## src/rtl/sleep_seq_pkg.sv

```systemverilog
package sleep_seq_pkg;

  typedef enum logic [2:0] {
    S_RUN,
    S_C2,
    S_ENT_SLP,
    S_C3,
    S_ENT_DEEP,
    S_C4,
    S_EX_CLK,
    S_EX_SLP
  } seq_state_t;

  localparam logic [1:0] CODE_RUN  = 2'd0;
  localparam logic [1:0] CODE_STOP = 2'd1;
  localparam logic [1:0] CODE_SLP  = 2'd2;
  localparam logic [1:0] CODE_DEEP = 2'd3;

endpackage

```

## src/rtl/sleep_rd_decode.sv

```systemverilog
module sleep_rd_decode #(
  parameter int ADDR_W    = 4,
  parameter int DATA_W    = 32,
  parameter int STAT_ADDR = 0,
  parameter int LVL2_ADDR = 4,
  parameter int LVL3_ADDR = 5
) (
  input  logic              clk,
  input  logic              rst_n,
  input  logic              rd_en,
  input  logic [ADDR_W-1:0] rd_addr,
  input  logic [1:0]        status_code,
  output logic              lvl2_hit,
  output logic              lvl3_hit,
  output logic [DATA_W-1:0] rd_data
);

  localparam logic [ADDR_W-1:0] A_STAT = ADDR_W'(STAT_ADDR);
  localparam logic [ADDR_W-1:0] A_LVL2 = ADDR_W'(LVL2_ADDR);
  localparam logic [ADDR_W-1:0] A_LVL3 = ADDR_W'(LVL3_ADDR);

  logic stat_hit;

  assign lvl2_hit = rd_en && (rd_addr == A_LVL2);
  assign lvl3_hit = rd_en && (rd_addr == A_LVL3);
  assign stat_hit = rd_en && (rd_addr == A_STAT);

  always_ff @(posedge clk) begin
    if (!rst_n) rd_data <= '0;
    else if (stat_hit) rd_data <= {{(DATA_W-2){1'b0}}, status_code};
    else rd_data <= '0;
  end

  AST_LVL_READ_ZERO: assert property (@(posedge clk) disable iff (!rst_n)
    (lvl2_hit || lvl3_hit) |=> (rd_data == '0));

endmodule

```

## src/rtl/sleep_gap_timer.sv

```systemverilog
module sleep_gap_timer #(
  parameter int GAP_W   = 8,
  parameter int MIN_GAP = 8
) (
  input  logic             clk,
  input  logic             rst_n,
  input  logic             load,
  input  logic [GAP_W-1:0] cfg_gap,
  output logic             done
);

  localparam logic [GAP_W-1:0] FLOOR = GAP_W'(MIN_GAP);

  logic [GAP_W-1:0] cnt;
  logic [GAP_W-1:0] eff_gap;

  assign eff_gap = (cfg_gap < FLOOR) ? FLOOR : cfg_gap;
  assign done    = (cnt == '0);

  always_ff @(posedge clk) begin
    if (!rst_n) cnt <= '0;
    else if (load) cnt <= eff_gap - 1'b1;
    else if (!done) cnt <= cnt - 1'b1;
  end

  AST_LOAD_NOT_DONE: assert property (@(posedge clk) disable iff (!rst_n)
    load |=> !done);

endmodule

```

## src/rtl/sleep_pin_fsm.sv

```systemverilog
module sleep_pin_fsm
  import sleep_seq_pkg::*;
(
  input  logic       clk,
  input  logic       rst_n,
  input  logic       lvl2_hit,
  input  logic       lvl3_hit,
  input  logic       wake,
  input  logic       deep_en,
  input  logic       tmr_done,
  output logic       tmr_load,
  output logic       stp,
  output logic       slp,
  output logic       clk_en,
  output logic [1:0] code
);

  seq_state_t st, nxt;
  logic stp_n, slp_n, clk_n, pend, pend_n;

  always_comb begin
    nxt      = st;
    stp_n    = stp;
    slp_n    = slp;
    clk_n    = clk_en;
    pend_n   = pend;
    tmr_load = 1'b0;
    case (st)
      S_RUN: begin
        if (lvl2_hit) begin
          nxt = S_C2; stp_n = 1'b1;
        end else if (lvl3_hit) begin
          nxt = S_ENT_SLP; stp_n = 1'b1; tmr_load = 1'b1;
        end
      end
      S_C2: begin
        if (wake) begin
          nxt = S_RUN; stp_n = 1'b0;
        end else if (lvl3_hit) begin
          nxt = S_ENT_SLP; tmr_load = 1'b1;
        end
      end
      S_ENT_SLP: begin
        if (wake) pend_n = 1'b1;
        if (tmr_done) begin
          slp_n = 1'b1;
          if (deep_en) begin
            nxt = S_ENT_DEEP; tmr_load = 1'b1;
          end else begin
            nxt = S_C3;
          end
        end
      end
      S_ENT_DEEP: begin
        if (wake) pend_n = 1'b1;
        if (tmr_done) begin
          nxt = S_C4; clk_n = 1'b0;
        end
      end
      S_C3: begin
        if (wake || pend) begin
          nxt = S_EX_CLK; tmr_load = 1'b1; pend_n = 1'b0;
        end
      end
      S_C4: begin
        if (wake || pend) begin
          nxt = S_EX_CLK; tmr_load = 1'b1; pend_n = 1'b0; clk_n = 1'b1;
        end
      end
      S_EX_CLK: begin
        if (tmr_done) begin
          nxt = S_EX_SLP; slp_n = 1'b0; tmr_load = 1'b1;
        end
      end
      S_EX_SLP: begin
        if (tmr_done) begin
          nxt = S_RUN; stp_n = 1'b0;
        end
      end
      default: nxt = S_RUN;
    endcase
  end

  always_ff @(posedge clk) begin
    if (!rst_n) begin
      st     <= S_RUN;
      stp    <= 1'b0;
      slp    <= 1'b0;
      clk_en <= 1'b1;
      pend   <= 1'b0;
    end else begin
      st     <= nxt;
      stp    <= stp_n;
      slp    <= slp_n;
      clk_en <= clk_n;
      pend   <= pend_n;
    end
  end

  always_comb begin
    if (!clk_en)  code = CODE_DEEP;
    else if (slp) code = CODE_SLP;
    else if (stp) code = CODE_STOP;
    else          code = CODE_RUN;
  end

  AST_SLP_NEEDS_STP: assert property (@(posedge clk) disable iff (!rst_n)
    slp |-> stp);
  AST_GATE_NEEDS_SLP: assert property (@(posedge clk) disable iff (!rst_n)
    !clk_en |-> slp);
  AST_SLP_AFTER_GAP: assert property (@(posedge clk) disable iff (!rst_n)
    $rose(slp) |-> $past(stp, 8));
  AST_CLK_BACK_FIRST: assert property (@(posedge clk) disable iff (!rst_n)
    $rose(clk_en) |-> slp);
  AST_STP_LAST: assert property (@(posedge clk) disable iff (!rst_n)
    $fell(stp) |-> !$past(slp));

endmodule

```

## src/rtl/cpu_sleep_seq.sv

```systemverilog
module cpu_sleep_seq #(
  parameter int ADDR_W    = 4,
  parameter int DATA_W    = 32,
  parameter int GAP_W     = 8,
  parameter int MIN_GAP   = 8,
  parameter int STAT_ADDR = 0,
  parameter int LVL2_ADDR = 4,
  parameter int LVL3_ADDR = 5
) (
  input  logic              clk,
  input  logic              rst_n,
  input  logic              rd_en,
  input  logic [ADDR_W-1:0] rd_addr,
  output logic [DATA_W-1:0] rd_data,
  input  logic [GAP_W-1:0]  cfg_gap,
  input  logic              deep_en,
  input  logic              wake_evt,
  output logic              stpclk_o,
  output logic              slp_o,
  output logic              clk_en_o,
  output logic [1:0]        pstate_o
);

  logic lvl2_hit, lvl3_hit, tmr_load, tmr_done;
  logic [1:0] code;

  sleep_rd_decode #(
    .ADDR_W(ADDR_W), .DATA_W(DATA_W), .STAT_ADDR(STAT_ADDR),
    .LVL2_ADDR(LVL2_ADDR), .LVL3_ADDR(LVL3_ADDR)
  ) u_dec (
    .clk(clk), .rst_n(rst_n), .rd_en(rd_en), .rd_addr(rd_addr),
    .status_code(code), .lvl2_hit(lvl2_hit), .lvl3_hit(lvl3_hit),
    .rd_data(rd_data)
  );

  sleep_gap_timer #(.GAP_W(GAP_W), .MIN_GAP(MIN_GAP)) u_tmr (
    .clk(clk), .rst_n(rst_n), .load(tmr_load), .cfg_gap(cfg_gap),
    .done(tmr_done)
  );

  sleep_pin_fsm u_fsm (
    .clk(clk), .rst_n(rst_n), .lvl2_hit(lvl2_hit), .lvl3_hit(lvl3_hit),
    .wake(wake_evt), .deep_en(deep_en), .tmr_done(tmr_done),
    .tmr_load(tmr_load), .stp(stpclk_o), .slp(slp_o), .clk_en(clk_en_o),
    .code(code)
  );

  assign pstate_o = code;

  AST_PSTATE_DEEP: assert property (@(posedge clk) disable iff (!rst_n)
    (pstate_o == 2'd3) |-> (!clk_en_o && slp_o && stpclk_o));

endmodule

```

## config.mk

```make
export PLATFORM = sky130hd
export DESIGN_NAME = cpu_sleep_seq
export DESIGN_NICKNAME = d
export VERILOG_FILES = /design/src/rtl/sleep_seq_pkg.sv /design/src/rtl/sleep_rd_decode.sv /design/src/rtl/sleep_gap_timer.sv /design/src/rtl/sleep_pin_fsm.sv /design/src/rtl/cpu_sleep_seq.sv
export SDC_FILE = /design/constraint.sdc
export NUM_CORES = 1
export LEC_CHECK = 0
export BUFFER_PORTS_ARGS = -buffer_cell sky130_fd_sc_hd__buf_2
export CORE_MARGIN = 2
export CORE_UTILIZATION = 30
export CTS_CLUSTER_DIAMETER = 40
export DETAILED_ROUTE_END_ITERATION = 7
export SYNTH_ARGS = -nofsm -noshare
export SYNTH_HDL_FRONTEND = slang
export SYNTH_SLANG_ARGS = --single-unit
```

## constraint.sdc

```tcl
create_clock -name clk -period 6.62 [get_ports clk]
set_clock_uncertainty 0.2 [all_clocks]
set_input_delay 1.324 -clock clk [delete_from_list [all_inputs] [get_ports clk]]
set_output_delay 1.324 -clock clk [all_outputs]
set_load 0.02 [all_outputs]
```

==> results of run 1 <==
[layer usage]
layer  up-vias  part of all wire
li1        586                 -
met1       519              0.48
met2        42              0.45
met3         4             0.056
met4         0             0.017
met5         -                 0
[flip-flops by register name, indices dropped and copies added (netlist names)]
signal	count
u_fsm.clk_en	1
u_fsm.stp	1
u_dec.rd_data	2
u_fsm.pend	1
u_tmr.cnt	8
u_fsm.slp	1
u_fsm.st	3
[metrics by stage]
step,area (um2),hold WS [ps],total power [mW],util,cells
after floorplan,1450,254,0.296,-,200
after global placement,1380,286,0.313,0.318,237
after detailed placement,1380,293,0.316,0.318,237
after CTS,1420,309,0.394,0.329,241
after global routing,1420,361,0.425,0.329,241
final,1420,307,0.391,0.329,241
[worst max-delay path: stages]
cell     delay, ps
buf_2          130
o21ai_0        510
o21ai_0        240
o21ai_2        580
nor2_1         110
a21oi_1        160
ha_1           260
or3b_2         470
nor4_1         240
xnor2_1        160
nor2_1          60
o21a_1         180
[cells in the mapped netlist (2+ instances only)]
library cell / n
inv_1: 4
dfxtp_1: 17
clkbuf_1: 7
nor3_1: 4
xor2_1: 4
a21oi_1: 9
o31ai_1: 2
o21ai_0: 7
nand2_1: 11
and3_1: 2
nor4_1: 4
o211a_1: 3
xnor2_1: 5
o21a_1: 2
a211oi_1: 2
o311a_1: 2
nor2_1: 14
buf_4: 30
nand3_1: 2
o41ai_1: 2
mux2i_1: 2
nor2b_1: 4
o21bai_1: 3
nand2b_1: 4
[worst min-delay path by stage]
stage	from	endpoint	slack, ps
after floorplan	u_fsm.pend	u_fsm.pend	250
after global placement	u_fsm.pend	u_fsm.pend	290
after detailed placement	u_fsm.pend	u_fsm.pend	290
after CTS	u_fsm.pend	u_fsm.pend	310
after global routing	u_fsm.pend	u_fsm.pend	360
final	u_fsm.pend	u_fsm.pend	310
[power groups by stage]
stage,logic [mW],clock network (mW),registers [mW]
5_1_grt,0.202,0.0861,0.136
3_5_place_dp,0.180,0,0.136
4_1_cts,0.181,0.0796,0.133
2_1_floorplan,0.164,0,0.132
3_3_place_gp,0.177,0,0.136
6_report,0.180,0.0772,0.134
[layout by cell type, fill, tap and decap left out, types with 2 or more instances in the layout]
cell type / count
o211a_1: 3
nand2_1: 11
a211oi_1: 2
and3_1: 2
nor2b_1: 4
xor2_1: 4
clkbuf_8: 3
nor3_1: 4
o21ai_0: 7
a21oi_1: 9
o41ai_1: 2
o311a_1: 2
nor4_1: 4
nor2_1: 14
mux2i_1: 2
xnor2_1: 5
inv_1: 4
o21bai_1: 3
o31ai_1: 2
nand3_1: 2
dfxtp_1: 17
o21a_1: 2
buf_2: 23
conb_1: 30
nand2b_1: 4
[logic make-up after synthesis]
family | synth area share
other | 0.00279
DFF | 0.253
xor gates and xnor gates | 0.0587
buffers and inverters | 0.202
AOI/OAI and AO/OA | 0.224
muxes | 0.0149
adders and majority gates | 0.00931
and+or+nand+nor | 0.235
[final cells by class]
class                      count  area share
clock inverter                 1     0.00352
inverter                       4      0.0106
timing repair buffer          23      0.0809
tap                           52      0.0457
sequential                    17       0.239
clock buffer                   3      0.0290
multi-input combinational    141       0.591
==> flow_summary.json, run 1 <==
{
  "min_path_type": "reg -> reg",
  "swShare": 0.378,
  "netlist-cell-type-count": 49,
  "clk_latency_ps": 250,
  "dieArea_mm2": 0.00503,
  "grt.overflow.total": 0,
  "arrival_ps": 4420,
  "dp_slack_ps": 1910,
  "multi_input_area_um2": 841,
  "drive_gt1_frac": 0.175,
  "synthArstFlopShare": 0,
  "grt_pass1_wl_mm": 4.42,
  "drt-total-wl_mm": 2.63,
  "cts.repair.resized": 0,
  "synth_top_area_cell": "dfxtp_1",
  "die_w_um": 70.9,
  "max_cap_violations": 0,
  "rrSetupSlack_ps": 3010,
  "fin_ws_ps": 2140,
  "power.density_mw_per_mm2": 275,
  "rsz0062_at_grt": "false",
  "tns_ps": 0,
  "critPathMaxFanout": 17,
  "core-area_mm2": 0.00432,
  "ys.flop_type": "dfxtp_1",
  "synth-edff-count": 0,
  "numClockSinks": 17,
  "critPathKind": "in -> reg",
  "detail-route-antenna-nets": 0,
  "nets": 208,
  "netlist_instances": 171,
  "fin_crit_ps": 4480,
  "leakage_nw": 0.663,
  "grt_use_met2": 0.178,
  "grt_pass1_vias": 1018,
  "htreeDepth": 1,
  "hold_viol": 0,
  "ff2ff_path_depth": 11,
  "antenna_found_initial": 0,
  "use_met3": 0.0128,
  "cp.required_ps": 6570,
  "root_buffer": "clkbuf_8",
  "synthTopCellsByArea": "dfxtp_1 (25%), buf_4 (17%), nor2_1 (3.9%), a21oi_1 (3.4%), xnor2_1 (3.3%)",
  "initial_core_util": 0.311,
  "vias": 1151,
  "holdPathStages": 2,
  "wire_per_inst_um": 10.9,
  "ys_seq_elements": 17,
  "cts_buffer_depth": 2,
  "yosysSeqAreaShare": 0.253,
  "drc_errors": 0,
  "r2r_end": "u_tmr.cnt[6]",
  "dr.pass1.iters": 4,
  "fill_cells": 473,
  "top_usage_layer": "met2",
  "reg2reg_from": "u_fsm.pend",
  "cts_hold_buf": 0,
  "drtIter0Drc": 101,
  "worstMarginPinSlew_ps": 725,
  "clkPwrFrac": 0.197,
  "ir_drop_v": 0.0000712,
  "io_buffer_count": 23,
  "final-max-slew-violation-count": 0,
  "p_seq_frac": 0.342,
  "seq_area_um2": 340,
  "syn-cell-area_mm2": 0.00134,
  "antenna_cells": 0,
  "min_period_over_period": 0.676,
  "yosys_warnings": 0,
  "cp-endpoint": "u_tmr.cnt[6]",
  "rows": 24,
  "synth_area_per_cell_um2": 7.86,
  "p_sw_mw": 0.148,
  "track_usage": 0.107,
  "fmax_mhz": 223,
  "cp-start-kind": "input pin",
  "die_y_um": 70.9,
  "cts_tree": "yes",
  "cts_buffers": 3,
  "finalSetupViolCount": 0,
  "clk_pin_slew_ps": 60,
  "startpoint": "wake_evt",
  "power_report.internal_total_mw": 0.243,
  "power_frac_comb": 0.460,
  "viasPerCell": 4.78,
  "gp_congestion": 0.754,
  "dp.final_hpwl_mm": 1.96,
  "grt_use_met1": 0.137,
  "area_growth_pct": 5.87,
  "postCtsSetupBuffers": 0,
  "num_io_pins": 54,
  "grt_start_max_net_pins": 20,
  "yosysTopAreaCellShare": 0.253,
  "relSlewSlack": 0.510,
  "crit_path_end_kind": "flop",
  "status": "finished, final reports clean"
}
(Power assumes the default switching activity.)
==> run 2, diff against run 1 <==
==> constraint.sdc (replaced) <==
create_clock -name clk -period 3.65 [get_ports clk]
set_clock_uncertainty 0.2 [all_clocks]
set_input_delay 0.73 -clock clk [delete_from_list [all_inputs] [get_ports clk]]
set_output_delay 0.73 -clock clk [all_outputs]
set_load 0.02 [all_outputs]
==> run 2 against run 1 <==
- non-clock buffer count rose by 5
- via count grew 0.61%
- final cell count grew 2.1%
- die area stayed put
- combinational power rose by 84%
- largest power group unchanged
- first-iteration DRC count shrank 34%
- sequential share of layout area shrank 0.62 points
- largest cell class unchanged
- critical path depth fell by 2
- power up 83%
- worst hold slack improved by 4.9 ps
- sequential power is 81% higher
- count of clock-buffer cells in the layout stayed put
==> flow_summary.json, run 2 (synthesized netlist as in run 1, its figures left out) <==
{
  "area_growth_pct": 8.66,
  "crit_path_end_kind": "flop",
  "detail-route-antenna-nets": 0,
  "min_path_type": "reg -> reg",
  "cts_buffer_depth": 2,
  "finalSetupViolCount": 0,
  "cts_hold_buf": 0,
  "critical-path-top-delay-family": "simple AND/OR/NAND/NOR gates",
  "ir_drop_v": 0.000191,
  "fmax_mhz": 322,
  "drtIter0Drc": 67,
  "rsz0062_at_grt": "false",
  "seq_area_um2": 340,
  "tns_ps": 0,
  "min_period_over_period": 0.851,
  "multi_input_area_um2": 841,
  "regMostFlops": "u_tmr.cnt",
  "drc_errors": 0,
  "core-area_mm2": 0.00432,
  "initial_core_util": 0.311,
  "cp_slowest_cell": "or4_4",
  "power.density_mw_per_mm2": 489,
  "vias": 1158,
  "critPathMaxFanout": 8,
  "p_seq_frac": 0.339,
  "grt_pass1_vias": 887,
  "final-max-slew-violation-count": 0,
  "relSlewSlack": 0.607,
  "antenna_found_initial": 0,
  "htreeDepth": 1,
  "grt_pass1_wl_mm": 4.03,
  "rows": 24,
  "gp_congestion": 0.775,
  "cts.repair.resized": 0,
  "largest_reg_flops": 8,
  "leakage_nw": 0.687,
  "clkPwrFrac": 0.198,
  "cts_buffers": 3,
  "power_mw": 0.714,
  "hold_viol": 0,
  "cp-start-kind": "flop",
  "nets": 213,
  "power_frac_comb": 0.463,
  "whs_ps": 312,
  "drive_gt1_frac": 0.196,
  "cp.required_ps": 3600,
  "critPathKind": "reg -> reg",
  "root_buffer": "clkbuf_8",
  "fin_ws_ps": 545,
  "dp_slack_ps": 287,
  "instances_no_fill": 246,
  "max_cap_violations": 0,
  "wire_per_inst_um": 10.4,
  "fin_crit_ps": 3100,
  "dp.final_hpwl_mm": 1.93,
  "top_regs": "u_tmr.cnt x8, u_fsm.st x3, u_dec.rd_data x2",
  "arrival_ps": 3050,
  "track_usage": 0.0980,
  "crit_chain": "or4_4 -> nor4_2 -> o21ai_2 -> a21oi_1 -> ha_1 -> or3b_2 -> nor4_1 -> xnor2_1 -> nor2_1 -> o21a_1",
  "p_sw_mw": 0.265,
  "die_y_um": 70.9,
  "swShare": 0.371,
  "die_w_um": 70.9,
  "drt-total-wl_mm": 2.55,
  "dr.pass1.iters": 4,
  "postCtsSetupBuffers": 0,
  "clk_pin_slew_ps": 70,
  "viasPerCell": 4.71,
  "num_io_pins": 54,
  "status": "finished, final reports clean",
  "final_common_cell": "conb_1",
  "dieArea_mm2": 0.00503,
  "numClockSinks": 17,
  "io_buffer_count": 23,
  "ff2ff_path_depth": 10,
  "grt.overflow.total": 0,
  "path_depth": 10,
  "crit_buf_inv": 0,
  "layout_common_cells": "conb_1 (30), buf_2 (23), dfxtp_1 (17), nor2_1 (14), nand2_1 (11)",
  "power_report.internal_total_mw": 0.449,
  "antenna_cells": 0,
  "max_stage_delay_ps": 570,
  "holdPathStages": 2,
  "cts_tree": "yes",
  "worstMarginPinSlew_ps": 585,
  "clk_latency_ps": 250,
  "placed_cells": 242,
  "grt_start_max_net_pins": 20,
  "fill_cells": 463
}
==> run 2: changes by cell type in the layout (fill, tap and decap cells not counted) <==
cell   change
buf_4      +5
==> run 2: metal layers <==
metal	global-route usage	wire length [um]	up-vias
met4	0.0440	47	0
met1	0.145	1290	514
met2	0.141	1080	40
li1	-	-	600
met5	0	0	-
met3	0.0128	142	4
==> run 2: power groups by stage <==
stage | Clock, mW | Combinational [mW] | Sequential, mW
3_5_place_dp | 0 | 0.330 | 0.246
5_1_grt | 0.157 | 0.369 | 0.245
3_3_place_gp | 0 | 0.330 | 0.247
2_1_floorplan | 0 | 0.298 | 0.239
4_1_cts | 0.148 | 0.333 | 0.242
6_report | 0.141 | 0.331 | 0.242
==> run 2: worst min-delay path, cell delays in order (launching register included) <==
cell	delay, ps
dfxtp_1	350
a21oi_1	50
nor2_1	80
==> run 2: final timing paths <==
kind / start / endpoint / slack, ps
setup / recovery: u_tmr.cnt[5] / u_tmr.cnt[6] / 550
hold / removal: u_fsm.pend / u_fsm.pend / 310
setup reg to reg: u_tmr.cnt[5] / u_tmr.cnt[6] / 550
hold reg to reg: u_fsm.pend / u_fsm.pend / 310
==> run 2: stage by stage <==
stage	utilization	cell area (um2)
6_report	0.338	1460
5_1_grt	0.338	1460
4_1_cts	0.338	1460
3_5_place_dp	0.327	1410
3_3_place_gp	0.327	1410
2_1_floorplan	-	1450
==> run 2: cell type report <==
cell class,count,area share
Sequential cell,17,0.233
Multi-Input combinational cell,141,0.576
Inverter,4,0.0103
Timing Repair Buffer,28,0.105
Clock buffer,3,0.0283
Clock inverter,1,0.00343
Tap cell,52,0.0446
==> run 3, diff against run 2 <==
--- a/config.mk
+++ b/config.mk
@@ -9,7 +9,10 @@
 export CORE_MARGIN = 2
 export CORE_UTILIZATION = 30
 export CTS_CLUSTER_DIAMETER = 40
+export CTS_CLUSTER_SIZE = 12
 export DETAILED_ROUTE_END_ITERATION = 7
+export GPL_TIMING_DRIVEN = 0
 export SYNTH_ARGS = -nofsm -noshare
 export SYNTH_HDL_FRONTEND = slang
 export SYNTH_SLANG_ARGS = --single-unit
+export TNS_END_PERCENT = 30
==> run 3 against run 2 <==
- sequential cell count unchanged
- register-to-register slack worse by 160 ps
- via count up 8.4%
- largest cell class unchanged
- utilization up 5.8 points
==> flow_summary.json, run 3 (synthesized netlist as in run 1, its figures left out) <==
{
  "min_period_over_period": 0.911,
  "htreeDepth": 1,
  "gp_congestion": 0.755,
  "r2r_end": "u_tmr.cnt[6]",
  "cts_tree": "yes",
  "cts_buffer_depth": 2,
  "instances_no_fill": 280,
  "area_growth_pct": 27.5,
  "cp.required_ps": 3600,
  "p_seq_frac": 0.323,
  "power_frac_comb": 0.487,
  "grt.overflow.total": 0,
  "viasPerCell": 4.48,
  "hold_viol": 0,
  "drt-total-wl_mm": 2.85,
  "antenna_cells": 0,
  "cp-endpoint": "u_tmr.cnt[6]",
  "wire_per_inst_um": 10.2,
  "p_sw_mw": 0.275,
  "die_w_um": 70.9,
  "clk_latency_ps": 250,
  "status": "finished, final reports clean",
  "critPathMaxFanout": 10,
  "initial_core_util": 0.311,
  "dp_slack_ps": -444,
  "track_usage": 0.105,
  "dr.pass1.iters": 5,
  "drc_errors": 0,
  "min_path_type": "reg -> reg",
  "grt_pass1_wl_mm": 4.40,
  "dieArea_mm2": 0.00503,
  "power_report.internal_total_mw": 0.470,
  "swShare": 0.369,
  "placed_cells": 274,
  "grt_start_max_net_pins": 11,
  "tns_ps": 0,
  "nets": 247,
  "whs_ps": 322,
  "reg2reg_from": "u_tmr.cnt[5]",
  "drive_gt1_frac": 0.294,
  "min-delay-start": "u_fsm.stp",
  "rows": 24,
  "clkPwrFrac": 0.190,
  "crit_chain": "buf_2 -> o211a_1 -> a311o_1 -> o21ai_2 -> buf_2 -> nor2_1 -> a21oi_1 -> ha_1 -> or3b_2 -> nor4_2 -> xnor2_1 -> nor2_1 -> o21a_1",
  "fmax_mhz": 301,
  "vias": 1255,
  "fill_cells": 462,
  "top_regs": "u_tmr.cnt x8, u_fsm.st x3, u_dec.rd_data x2",
  "clk_pin_slew_ps": 70,
  "cts_buffers": 3,
  "critPathKind": "in -> reg",
  "die_y_um": 70.9,
  "cp_slowest_cell": "or3b_2",
  "fin_util": 0.396,
  "core-area_mm2": 0.00432,
  "leakage_nw": 0.849,
  "arrival_ps": 3270,
  "drtIter0Drc": 104,
  "max_cap_violations": 0,
  "ff2ff_path_depth": 11,
  "numClockSinks": 17,
  "startpoint": "wake_evt",
  "largest_reg_flops": 8,
  "layout_common_cells": "buf_4 (32), conb_1 (30), buf_2 (23), dfxtp_1 (17), nor2_1 (14)",
  "crit_path_end_kind": "flop",
  "max_stage_delay_ps": 490,
  "rsz0062_at_grt": "false",
  "relSlewSlack": 0.547,
  "detail-route-antenna-nets": 0,
  "antenna_found_initial": 0,
  "final_common_cell": "buf_4",
  "power.density_mw_per_mm2": 435,
  "io_buffer_count": 22,
  "final_cell_area_mm2": 0.00171,
  "rrSetupSlack_ps": 390,
  "post_dp_cell_area_mm2": 0.00163,
  "power_mw": 0.744,
  "root_buffer": "clkbuf_8",
  "grt_pass1_vias": 1009,
  "cp-start-kind": "input pin",
  "finalSetupViolCount": 0,
  "worstMarginPinSlew_ps": 673,
  "fin_crit_ps": 3320,
  "final-max-slew-violation-count": 0,
  "dp.final_hpwl_mm": 2.17,
  "regMostFlops": "u_tmr.cnt",
  "fin_ws_ps": 326,
  "num_io_pins": 54,
  "ir_drop_v": 0.000166
}
## run 3: per-layer routing
metal,track usage,vias up,share of wire
met5,0,-,0
met4,0.0189,0,0.0084
met3,0.0242,2,0.066
met2,0.175,44,0.45
met1,0.141,545,0.48
li1,-,664,-
## run 3: what timing repair did
action,in CTS,in global routing
pin swaps,0,1
hold endpoints to repair,0,0
setup endpoints to repair,1,2
buffers inserted,0,2
gates resized for setup,2,3
hold buffers,0,0
## run 3: power by group through the flow
| stage | Clock [mW] | Sequential (mW) | Combinational, mW |
|---|---|---|---|
| after floorplan | 0 | 0.239 | 0.298 |
| after global placement | 0 | 0.244 | 0.352 |
| after detailed placement | 0 | 0.244 | 0.353 |
| after CTS | 0.146 | 0.240 | 0.357 |
| after global routing | 0.152 | 0.242 | 0.401 |
| final | 0.141 | 0.241 | 0.362 |
## run 3: cell type report
class / count / area [um2] / area share
plain buffers: 38 / 256 / 0.150
clock buffers: 4 / 45.0 / 0.0263
inverters: 4 / 15.0 / 0.00877
multi-input cells: 141 / 866 / 0.505
flip-flops and latches: 17 / 340 / 0.199
well taps: 52 / 65.1 / 0.0380
repair buffers: 24 / 125 / 0.0730
## run 3: worst min path at each step
stage | end | depth (start not counted) | slack (ps)
final | u_fsm.stp | 2 | 320
after global routing | u_tmr.cnt[2] | 2 | 350
after CTS | u_fsm.pend | 2 | 320
after detailed placement | u_fsm.pend | 2 | 290
after global placement | u_fsm.pend | 2 | 280
after floorplan | u_fsm.pend | 2 | 250
## run 3: critical path: cells and delay by family
kind / cells / cell delay [ps]
AO/OA/AOI/OAI: 5 / 970
AND/OR/NAND/NOR: 4 / 800
buffers and inverters: 2 / 370
adder cells (fa/ha/maj): 1 / 250
XOR/XNOR: 1 / 150
